## src/rtl/icap_pkg.sv

```systemverilog
package icap_pkg;
  localparam int CNT_W   = 16;
  localparam int SEL_W   = 5;
  localparam int NSRC    = 1 << SEL_W;
  localparam int NCH     = 2;
  localparam int ADDR_W  = 2;
  localparam int SPARE_W = CNT_W - 4 - 2 * SEL_W;

  localparam logic [ADDR_W-1:0] A_CFG0 = 2'd0;
  localparam logic [ADDR_W-1:0] A_CFG1 = 2'd1;
  localparam logic [ADDR_W-1:0] A_CAP0 = 2'd2;
  localparam logic [ADDR_W-1:0] A_CAP1 = 2'd3;

  typedef enum logic [1:0] {
    EDGE_OFF  = 2'b00,
    EDGE_RISE = 2'b01,
    EDGE_FALL = 2'b10,
    EDGE_ANY  = 2'b11
  } edge_mode_e;

  typedef struct packed {
    logic [SPARE_W-1:0] spare;
    logic [SEL_W-1:0]   tick_sel;
    logic [SEL_W-1:0]   sync_sel;
    logic               cascade;
    logic               trig_mode;
    edge_mode_e         edge_mode;
  } icap_cfg_t;

  // Selected line of a trigger bus; select 0 never hits.
  function automatic logic sel_hit(input logic [SEL_W-1:0] sel,
                                   input logic [NSRC-1:0]  bus);
    return (sel != '0) && bus[sel];
  endfunction
endpackage

```

## src/rtl/icap_edge_det.sv

```systemverilog
module icap_edge_det
  import icap_pkg::*;
#(
  parameter int STAGES = 2
) (
  input  logic       clk,
  input  logic       rst_n,
  input  logic       pin_i,
  input  edge_mode_e mode_i,
  output logic       edge_o
);
  // STAGES synchronizer flops plus one history flop
  logic [STAGES:0] sh_q;
  logic [STAGES:0] sh_d;
  logic            lvl;
  logic            prev;
  logic            rise;
  logic            fall;

  always_comb sh_d = {sh_q[STAGES-1:0], pin_i};

  always_ff @(posedge clk or negedge rst_n) begin
    if (!rst_n) sh_q <= '0;
    else        sh_q <= sh_d;
  end

  assign lvl  = sh_q[STAGES-1];
  assign prev = sh_q[STAGES];
  assign rise = lvl & ~prev;
  assign fall = ~lvl & prev;

  always_comb begin
    case (mode_i)
      EDGE_RISE: edge_o = rise;
      EDGE_FALL: edge_o = fall;
      EDGE_ANY:  edge_o = rise | fall;
      default:   edge_o = 1'b0;
    endcase
  end
endmodule

```

## src/rtl/icap_cnt.sv

```systemverilog
module icap_cnt #(
  parameter int W = 16
) (
  input  logic         clk,
  input  logic         rst_n,
  input  logic         clr_i,
  input  logic         hold_i,
  input  logic         inc_i,
  output logic [W-1:0] cnt_o
);
  logic [W-1:0] cnt_q;
  logic [W-1:0] cnt_d;

  // clear and hold-at-zero win over the tick enable
  always_comb begin
    if (clr_i || hold_i) cnt_d = '0;
    else if (inc_i)      cnt_d = cnt_q + W'(1);
    else                 cnt_d = cnt_q;
  end

  always_ff @(posedge clk or negedge rst_n) begin
    if (!rst_n) cnt_q <= '0;
    else        cnt_q <= cnt_d;
  end

  assign cnt_o = cnt_q;
endmodule

```

## src/rtl/icap_pair.sv

```systemverilog
module icap_pair
  import icap_pkg::*;
#(
  parameter int SYNC_STAGES = 2
) (
  input  logic              clk,
  input  logic              rst_n,
  input  logic [NCH-1:0]    cap_pin,
  input  logic [NSRC-1:0]   sync_trig,
  input  logic [NSRC-1:0]   src_tick,
  input  logic              wr_en,
  input  logic [ADDR_W-1:0] wr_addr,
  input  logic [CNT_W-1:0]  wr_data,
  input  logic [ADDR_W-1:0] rd_addr,
  output logic [CNT_W-1:0]  rd_data,
  output logic [NCH-1:0]    cap_irq
);
  icap_cfg_t        cfg_q     [NCH];
  icap_cfg_t        cfg_d     [NCH];
  icap_cfg_t        cfg_eff   [NCH];
  icap_cfg_t        wr_cfg;
  logic [CNT_W-1:0] cnt_w     [NCH];
  logic [CNT_W-1:0] cap_q     [NCH];
  logic [CNT_W-1:0] cap_d     [NCH];
  logic [NCH-1:0]   armed_q;
  logic [NCH-1:0]   armed_d;
  logic [NCH-1:0]   armed_eff;
  logic [NCH-1:0]   hit_own;
  logic [NCH-1:0]   hit_eff;
  logic [NCH-1:0]   clr;
  logic [NCH-1:0]   tick;
  logic [NCH-1:0]   inc;
  logic [NCH-1:0]   edge_w;
  logic [NCH-1:0]   load;
  logic [NCH-1:0]   irq_d;
  logic [NCH-1:0]   irq_q;
  logic             casc;
  logic             lo_wrap;

  assign casc    = cfg_q[0].cascade;
  assign wr_cfg  = icap_cfg_t'(wr_data);
  assign lo_wrap = &cnt_w[0];

  // effective control per half: channel 0 governs both halves in cascade
  always_comb begin
    for (int k = 0; k < NCH; k++) begin
      cfg_eff[k]   = (k != 0 && casc) ? cfg_q[0] : cfg_q[k];
      armed_eff[k] = casc ? armed_q[0] : armed_q[k];
      hit_own[k]   = sel_hit(cfg_q[k].sync_sel, sync_trig);
      hit_eff[k]   = sel_hit(cfg_eff[k].sync_sel, sync_trig);
      clr[k]       = hit_eff[k] && (!cfg_eff[k].trig_mode || armed_eff[k]);
      tick[k]      = src_tick[cfg_eff[k].tick_sel];
    end
  end

  // the high half only steps on the low half's wrap when cascaded
  assign inc[0]   = tick[0];
  assign inc[1]   = tick[1] & (~casc | lo_wrap);
  assign load[0]  = edge_w[0];
  assign load[1]  = casc ? edge_w[0] : edge_w[1];
  assign irq_d[0] = edge_w[0];
  assign irq_d[1] = edge_w[1] & ~casc;

  for (genvar g = 0; g < NCH; g++) begin : g_ch
    icap_edge_det #(.STAGES(SYNC_STAGES)) u_edge (
      .clk    (clk),
      .rst_n  (rst_n),
      .pin_i  (cap_pin[g]),
      .mode_i (cfg_q[g].edge_mode),
      .edge_o (edge_w[g])
    );

    icap_cnt #(.W(CNT_W)) u_cnt (
      .clk    (clk),
      .rst_n  (rst_n),
      .clr_i  (clr[g]),
      .hold_i (armed_eff[g]),
      .inc_i  (inc[g]),
      .cnt_o  (cnt_w[g])
    );
  end

  // next state: config, trigger arming, capture registers
  always_comb begin
    for (int k = 0; k < NCH; k++) begin
      cfg_d[k]   = cfg_q[k];
      armed_d[k] = armed_q[k];
      cap_d[k]   = cap_q[k];
      if (hit_own[k]) armed_d[k] = 1'b0;
      if (wr_en && (wr_addr == ADDR_W'(k))) begin
        cfg_d[k]   = wr_cfg;
        armed_d[k] = wr_cfg.trig_mode && (wr_cfg.sync_sel != '0);
      end
      if (load[k]) cap_d[k] = cnt_w[k];
    end
  end

  always_ff @(posedge clk or negedge rst_n) begin
    if (!rst_n) begin
      for (int k = 0; k < NCH; k++) begin
        cfg_q[k] <= '0;
        cap_q[k] <= '0;
      end
      armed_q <= '0;
      irq_q   <= '0;
    end else begin
      for (int k = 0; k < NCH; k++) begin
        cfg_q[k] <= cfg_d[k];
        cap_q[k] <= cap_d[k];
      end
      armed_q <= armed_d;
      irq_q   <= irq_d;
    end
  end

  always_comb begin
    case (rd_addr)
      A_CFG0:  rd_data = cfg_q[0];
      A_CFG1:  rd_data = cfg_q[1];
      A_CAP0:  rd_data = cap_q[0];
      A_CAP1:  rd_data = cap_q[1];
      default: rd_data = '0;
    endcase
  end

  assign cap_irq = irq_q;
endmodule

```

## config.mk

```make
export PLATFORM = sky130hd
export DESIGN_NAME = icap_pair
export DESIGN_NICKNAME = d
export VERILOG_FILES = /design/src/rtl/icap_pkg.sv /design/src/rtl/icap_edge_det.sv /design/src/rtl/icap_cnt.sv /design/src/rtl/icap_pair.sv
export SDC_FILE = /design/constraint.sdc
export NUM_CORES = 1
export LEC_CHECK = 0
export BUFFER_PORTS_ARGS = -buffer_cell sky130_fd_sc_hd__buf_2
export CAP_MARGIN = 20
export CORE_MARGIN = 1
export CORE_UTILIZATION = 50
export CTS_CLUSTER_SIZE = 24
export DETAILED_ROUTE_END_ITERATION = 10
export PLACE_DENSITY_LB_ADDON = 0.2
export SLEW_MARGIN = 20
export SYNTH_ARGS = -nofsm -noshare
export SYNTH_HDL_FRONTEND = slang
export SYNTH_SLANG_ARGS = --single-unit
```

## constraint.sdc

```tcl
create_clock -name clk -period 6.65 [get_ports clk]
set_input_delay 1.33 -clock clk [delete_from_list [all_inputs] [get_ports clk]]
set_output_delay 1.33 -clock clk [all_outputs]
set_load 0.05 [all_outputs]
```

==> flow_summary.html <==
<table>
<tr><th>Metric</th><th>Value</th></tr>
<tr><th colspan="2">Run status</th></tr>
<tr><td>Result of the run</td><td>finished, final reports clean</td></tr>
<tr><th colspan="2">Power</th></tr>
<tr><td>Int Pwr</td><td>1.34 mW</td></tr>
<tr><td>VDD IR-drop max</td><td>168 µV</td></tr>
<tr><td>Psw</td><td>0.714 mW</td></tr>
<tr><td>Clock Power Share</td><td>0.255</td></tr>
<tr><td>Static leakage power</td><td>3.30 nW</td></tr>
<tr><td>Sequential group share of total power</td><td>0.400</td></tr>
<tr><td>Final total power</td><td>2.05 mW</td></tr>
<tr><td>Combinational cell fraction of total power</td><td>0.345</td></tr>
<tr><td>Power density over the cells</td><td>277 nW/µm²</td></tr>
<tr><td>Share of total power consumed by net switching</td><td>0.348</td></tr>
<tr><th colspan="2">Setup path</th></tr>
<tr><td>Kind of start point of the critical path</td><td>input port</td></tr>
<tr><td>Capturing point of the worst reg2reg path</td><td>g_ch[1].u_cnt.cnt_o[14]</td></tr>
<tr><td>Startpoint of the most critical setup path</td><td>rd_addr[1]</td></tr>
<tr><td>Number of cells on the critical path</td><td>3</td></tr>
<tr><td>Destination of the critical timing path</td><td>rd_data[4]</td></tr>
<tr><td>Worst flop-to-flop path startpoint</td><td>casc</td></tr>
<tr><td>Critical path buffer and inverter count</td><td>2</td></tr>
<tr><td>Family of cells with the greatest summed delay on the critical path</td><td>buffers and inverters</td></tr>
<tr><td>Crit-path max cell delay</td><td>590 ps</td></tr>
<tr><td>Slowest cell on the critical path</td><td>sky130_fd_sc_hd__mux4_2</td></tr>
<tr><td>Depth of the worst register-to-register path</td><td>8</td></tr>
<tr><td>Worst path arrival time</td><td>2610 ps</td></tr>
<tr><td>Worst reg-to-reg setup slack</td><td>3250 ps</td></tr>
<tr><td>Endpoint type of the worst setup path</td><td>output pin</td></tr>
<tr><td>Worst setup path category</td><td>in -&gt; out</td></tr>
<tr><td>Worst-path maximum fanout</td><td>16</td></tr>
<tr><td>CP Data Required Time</td><td>5320 ps</td></tr>
<tr><td>List of cells traversed by the critical path</td><td>buf_2 &gt; mux4_2 &gt; buf_2</td></tr>
<tr><td>Critical Path Most Common Cell</td><td>sky130_fd_sc_hd__buf_2</td></tr>
<tr><th colspan="2">Logic synthesis</th></tr>
<tr><td>Sequential area share after synthesis</td><td>0.410</td></tr>
<tr><td>Most used DFF post-synth</td><td>sky130_fd_sc_hd__dfrtp_1</td></tr>
<tr><td>Number of flip-flops and latches in the synthesized netlist</td><td>106</td></tr>
<tr><td>Post-Syn Area per Cell</td><td>12.6 µm²</td></tr>
<tr><td>Proportion of synthesized flip-flops having asynchronous set or reset</td><td>1.00</td></tr>
<tr><td>Number of distinct library cell variants in the gate-level netlist after synthesis</td><td>50</td></tr>
<tr><td>Nets in the synthesized netlist</td><td>607</td></tr>
<tr><td>Number of warnings reported in the yosys synthesis log</td><td>0</td></tr>
<tr><td>Number of enable-type register cells in the synthesized netlist</td><td>0</td></tr>
<tr><td>Post-Syn Instances</td><td>512</td></tr>
<tr><td>Area of the mapped netlist</td><td>6470 µm²</td></tr>
<tr><th colspan="2">Global route</th></tr>
<tr><td>Total gr overflow</td><td>0</td></tr>
<tr><td>Global routing usage summed across all routing layers</td><td>0.244</td></tr>
<tr><td>Maximum number of pins on one net before global-route repair</td><td>66</td></tr>
<tr><td>Via count of the first global-routing pass</td><td>4,819</td></tr>
<tr><td>Antenna violations before repair</td><td>0</td></tr>
<tr><td>First-pass GRT wire length</td><td>24.7 mm</td></tr>
<tr><th colspan="2">Die</th></tr>
<tr><td>Die height</td><td>116 µm</td></tr>
<tr><td>Placement row count</td><td>41</td></tr>
<tr><td>I/O Pins</td><td>107</td></tr>
<tr><td>Core ar.</td><td>12,600 µm²</td></tr>
<tr><td>Die ar.</td><td>13,400 µm²</td></tr>
<tr><td>Starting utilization of the core area</td><td>0.513</td></tr>
<tr><td>X dimension of the die</td><td>116 µm</td></tr>
<tr><th colspan="2">STA</th></tr>
<tr><td>Max-slew violation count</td><td>0</td></tr>
<tr><td>Final Hold Violating Endpoints</td><td>0</td></tr>
<tr><td>Post-layout min period</td><td>3940 ps</td></tr>
<tr><td>Final setup skew</td><td>7.92 ps</td></tr>
<tr><td>Slew Limit Headroom</td><td>0.325</td></tr>
<tr><td>Actual transition at the worst max-transition pin</td><td>984 ps</td></tr>
<tr><td>Highest attainable clock frequency</td><td>254 MHz</td></tr>
<tr><td>Period Utilization, post-route</td><td>0.592</td></tr>
<tr><td>Final count of negative-setup-slack endpoints</td><td>0</td></tr>
<tr><td>Final setup TNS</td><td>0 ps</td></tr>
<tr><td>RSZ-0062 raised after global routing</td><td>no</td></tr>
<tr><th colspan="2">Finish</th></tr>
<tr><td>Commonest non-fill, non-tap cell in the layout</td><td>sky130_fd_sc_hd__dfrtp_1</td></tr>
<tr><td>Area growth syn-to-layout</td><td>14.3%</td></tr>
<tr><td>Multi-input logic area</td><td>3600 µm²</td></tr>
<tr><td>Diodes inserted</td><td>0</td></tr>
<tr><td>Share of final-layout standard cells stronger than drive strength 1</td><td>0.421</td></tr>
<tr><td>Number of standard cells in the final layout excluding fillers</td><td>777</td></tr>
<tr><td>FF+latch area</td><td>2650 µm²</td></tr>
<tr><td>Commonest cells after routing, fill and taps aside</td><td>106 x sky130_fd_sc_hd__dfrtp_1, 104 x sky130_fd_sc_hd__buf_2, 66 x sky130_fd_sc_hd__mux2_2</td></tr>
<tr><td>Number of fillers in the final layout</td><td>1,075</td></tr>
<tr><td>Total number of nets in the final design</td><td>696</td></tr>
<tr><th colspan="2">Clocking</th></tr>
<tr><td>Post-CTS setup-driven buffer insertion count</td><td>0</td></tr>
<tr><td>Maximum buffer depth of the clock tree</td><td>2</td></tr>
<tr><td>H-tree lvl count</td><td>3</td></tr>
<tr><td>Cts repair resizes</td><td>0</td></tr>
<tr><td>TritonCTS clock tree</td><td>built</td></tr>
<tr><td>Root Buffer Master</td><td>sky130_fd_sc_hd__clkbuf_16</td></tr>
<tr><td>Insertion delay to the later sink of the worst-skew pair</td><td>350 ps</td></tr>
<tr><td>Num Clock Sinks</td><td>106</td></tr>
<tr><td>Cts hold-fix bufs</td><td>0</td></tr>
<tr><td>Number of buffers created by CTS</td><td>9</td></tr>
<tr><td>Clk pin slew, worst setup/hold paths</td><td>60 ps</td></tr>
<tr><th colspan="2">Routing</th></tr>
<tr><td>Post-DR wirelength/cell</td><td>20.1 µm</td></tr>
<tr><td>Routed Wire Length</td><td>15.6 mm</td></tr>
<tr><td>Vias per std cell</td><td>6.14</td></tr>
<tr><td>Remaining antenna violation count after routing</td><td>0</td></tr>
<tr><td>Number of remaining DRC errors</td><td>0</td></tr>
<tr><td>Total number of vias</td><td>4,768</td></tr>
<tr><td>1st-pass router iterations</td><td>4</td></tr>
<tr><td>Initial DRC Count</td><td>257</td></tr>
<tr><th colspan="2">Hold path</th></tr>
<tr><td>Hold Path Depth</td><td>0</td></tr>
<tr><td>Hold crit path type</td><td>reg -&gt; reg</td></tr>
<tr><th colspan="2">Job</th></tr>
<tr><td>Number of maximum-capacitance constraint violations</td><td>0</td></tr>
<tr><th colspan="2">Place</th></tr>
<tr><td>PortBufs</td><td>105</td></tr>
<tr><td>Half-perimeter wire length after placement</td><td>11.1 mm</td></tr>
<tr><td>Placed insts</td><td>761</td></tr>
<tr><td>Final weighted congestion of routability-driven global placement</td><td>0.834</td></tr>
</table>
-- power groups by stage --
| stage | registers (mW) | logic [mW] | clock network, mW |
|---|---|---|---|
| 2_1_floorplan | 0.775 | 0.570 | 0 |
| 3_3_place_gp | 0.827 | 0.681 | 0 |
| 3_5_place_dp | 0.834 | 0.701 | 0 |
| 4_1_cts | 0.821 | 0.707 | 0.531 |
| 5_1_grt | 0.833 | 0.759 | 0.557 |
| 6_report | 0.821 | 0.708 | 0.524 |
-- logic make-up after synthesis --
family,share of synthesized area
AOI/OAI and AO/OA,0.0638
buffers and inverters,0.0350
adders and majority gates,0.0116
xor gates and xnor gates,0.0189
DFF,0.410
muxes,0.356
and+or+nand+nor,0.105
-- registers in the layout, summed over array words and instances (netlist names) --
| name | flops |
|---|---|
| armed_q | 2 |
| cfg_q | 16 |
| cap_irq | 2 |
| cfg_eff | 15 |
| g_ch.u_edge.sh_q | 6 |
| cap_q | 32 |
| g_ch.u_cnt.cnt_o | 32 |
| casc | 1 |
-- worst register-to-register path: cells and delay by family, from the launching register on --
family                 cells  cell delay, ps
AO/OA/AOI/OAI              5            1390
buffers and inverters      1             410
flip-flops                 1             380
multiplexers               2            1080
-- final cells by class --
class                      count  area share
multi-input combinational    358       0.487
sequential                   106       0.358
timing repair buffer         113      0.0800
clock buffer                  12      0.0333
tap                          172      0.0291
inverter                      13     0.00659
clock inverter                 3     0.00541
-- cells in the mapped netlist, drive strengths merged (3+ instances only) --
master / instances / share of area
a21oi: 23 / 0.018
and3: 8 / 0.0077
and3b: 3 / 0.0041
and4: 3 / 0.0044
buf: 17 / 0.017
clkbuf: 18 / 0.010
dfrtp: 106 / 0.41
ha: 6 / 0.012
inv: 13 / 0.0075
mux2: 67 / 0.12
mux2i: 32 / 0.052
mux4: 53 / 0.19
nand2: 23 / 0.013
nand3: 19 / 0.017
nand3b: 4 / 0.0046
nand4: 6 / 0.0077
nor2: 20 / 0.012
nor3: 7 / 0.0054
nor3b: 4 / 0.0046
o21ai: 17 / 0.014
o31ai: 15 / 0.017
or3: 3 / 0.0029
or4: 15 / 0.017
xor2: 12 / 0.016
-- per-layer routing --
layer / vias up / wire length [µm] / global-route usage
met2: 140 / 7550 / 0.408
met3: 25 / 838 / 0.0350
met1: 2444 / 6910 / 0.324
li1: 2159 / - / -
met5: - / 0 / 0
met4: 0 / 289 / 0.0923
-- per-stage QoR --
step           hold WS [ps]  instance area [µm²]  worst slack (ps)  utilization
5_1_grt                 360                 7400              2640        0.586
4_1_cts                 358                 7390              2680        0.585
3_3_place_gp            338                 7090              2690        0.562
2_1_floorplan           331                 6470              2470            -
6_report                357                 7400              2710        0.586
3_5_place_dp            343                 7100              2680        0.563
-- how the worst min path moves through the flow --
stage,from,end,slack (ps)
3_5_place_dp,g_ch[1].u_edge.sh_q[0],g_ch[1].u_edge.sh_q[1],340
3_3_place_gp,g_ch[1].u_edge.sh_q[0],g_ch[1].u_edge.sh_q[1],340
4_1_cts,g_ch[1].u_edge.sh_q[0],g_ch[1].u_edge.sh_q[1],360
2_1_floorplan,g_ch[0].u_edge.sh_q[0],g_ch[0].u_edge.sh_q[1],330
5_1_grt,g_ch[1].u_edge.sh_q[0],g_ch[1].u_edge.sh_q[1],360
6_report,g_ch[0].u_edge.sh_q[0],g_ch[0].u_edge.sh_q[1],360
Power figures use the tool's default switching activity.
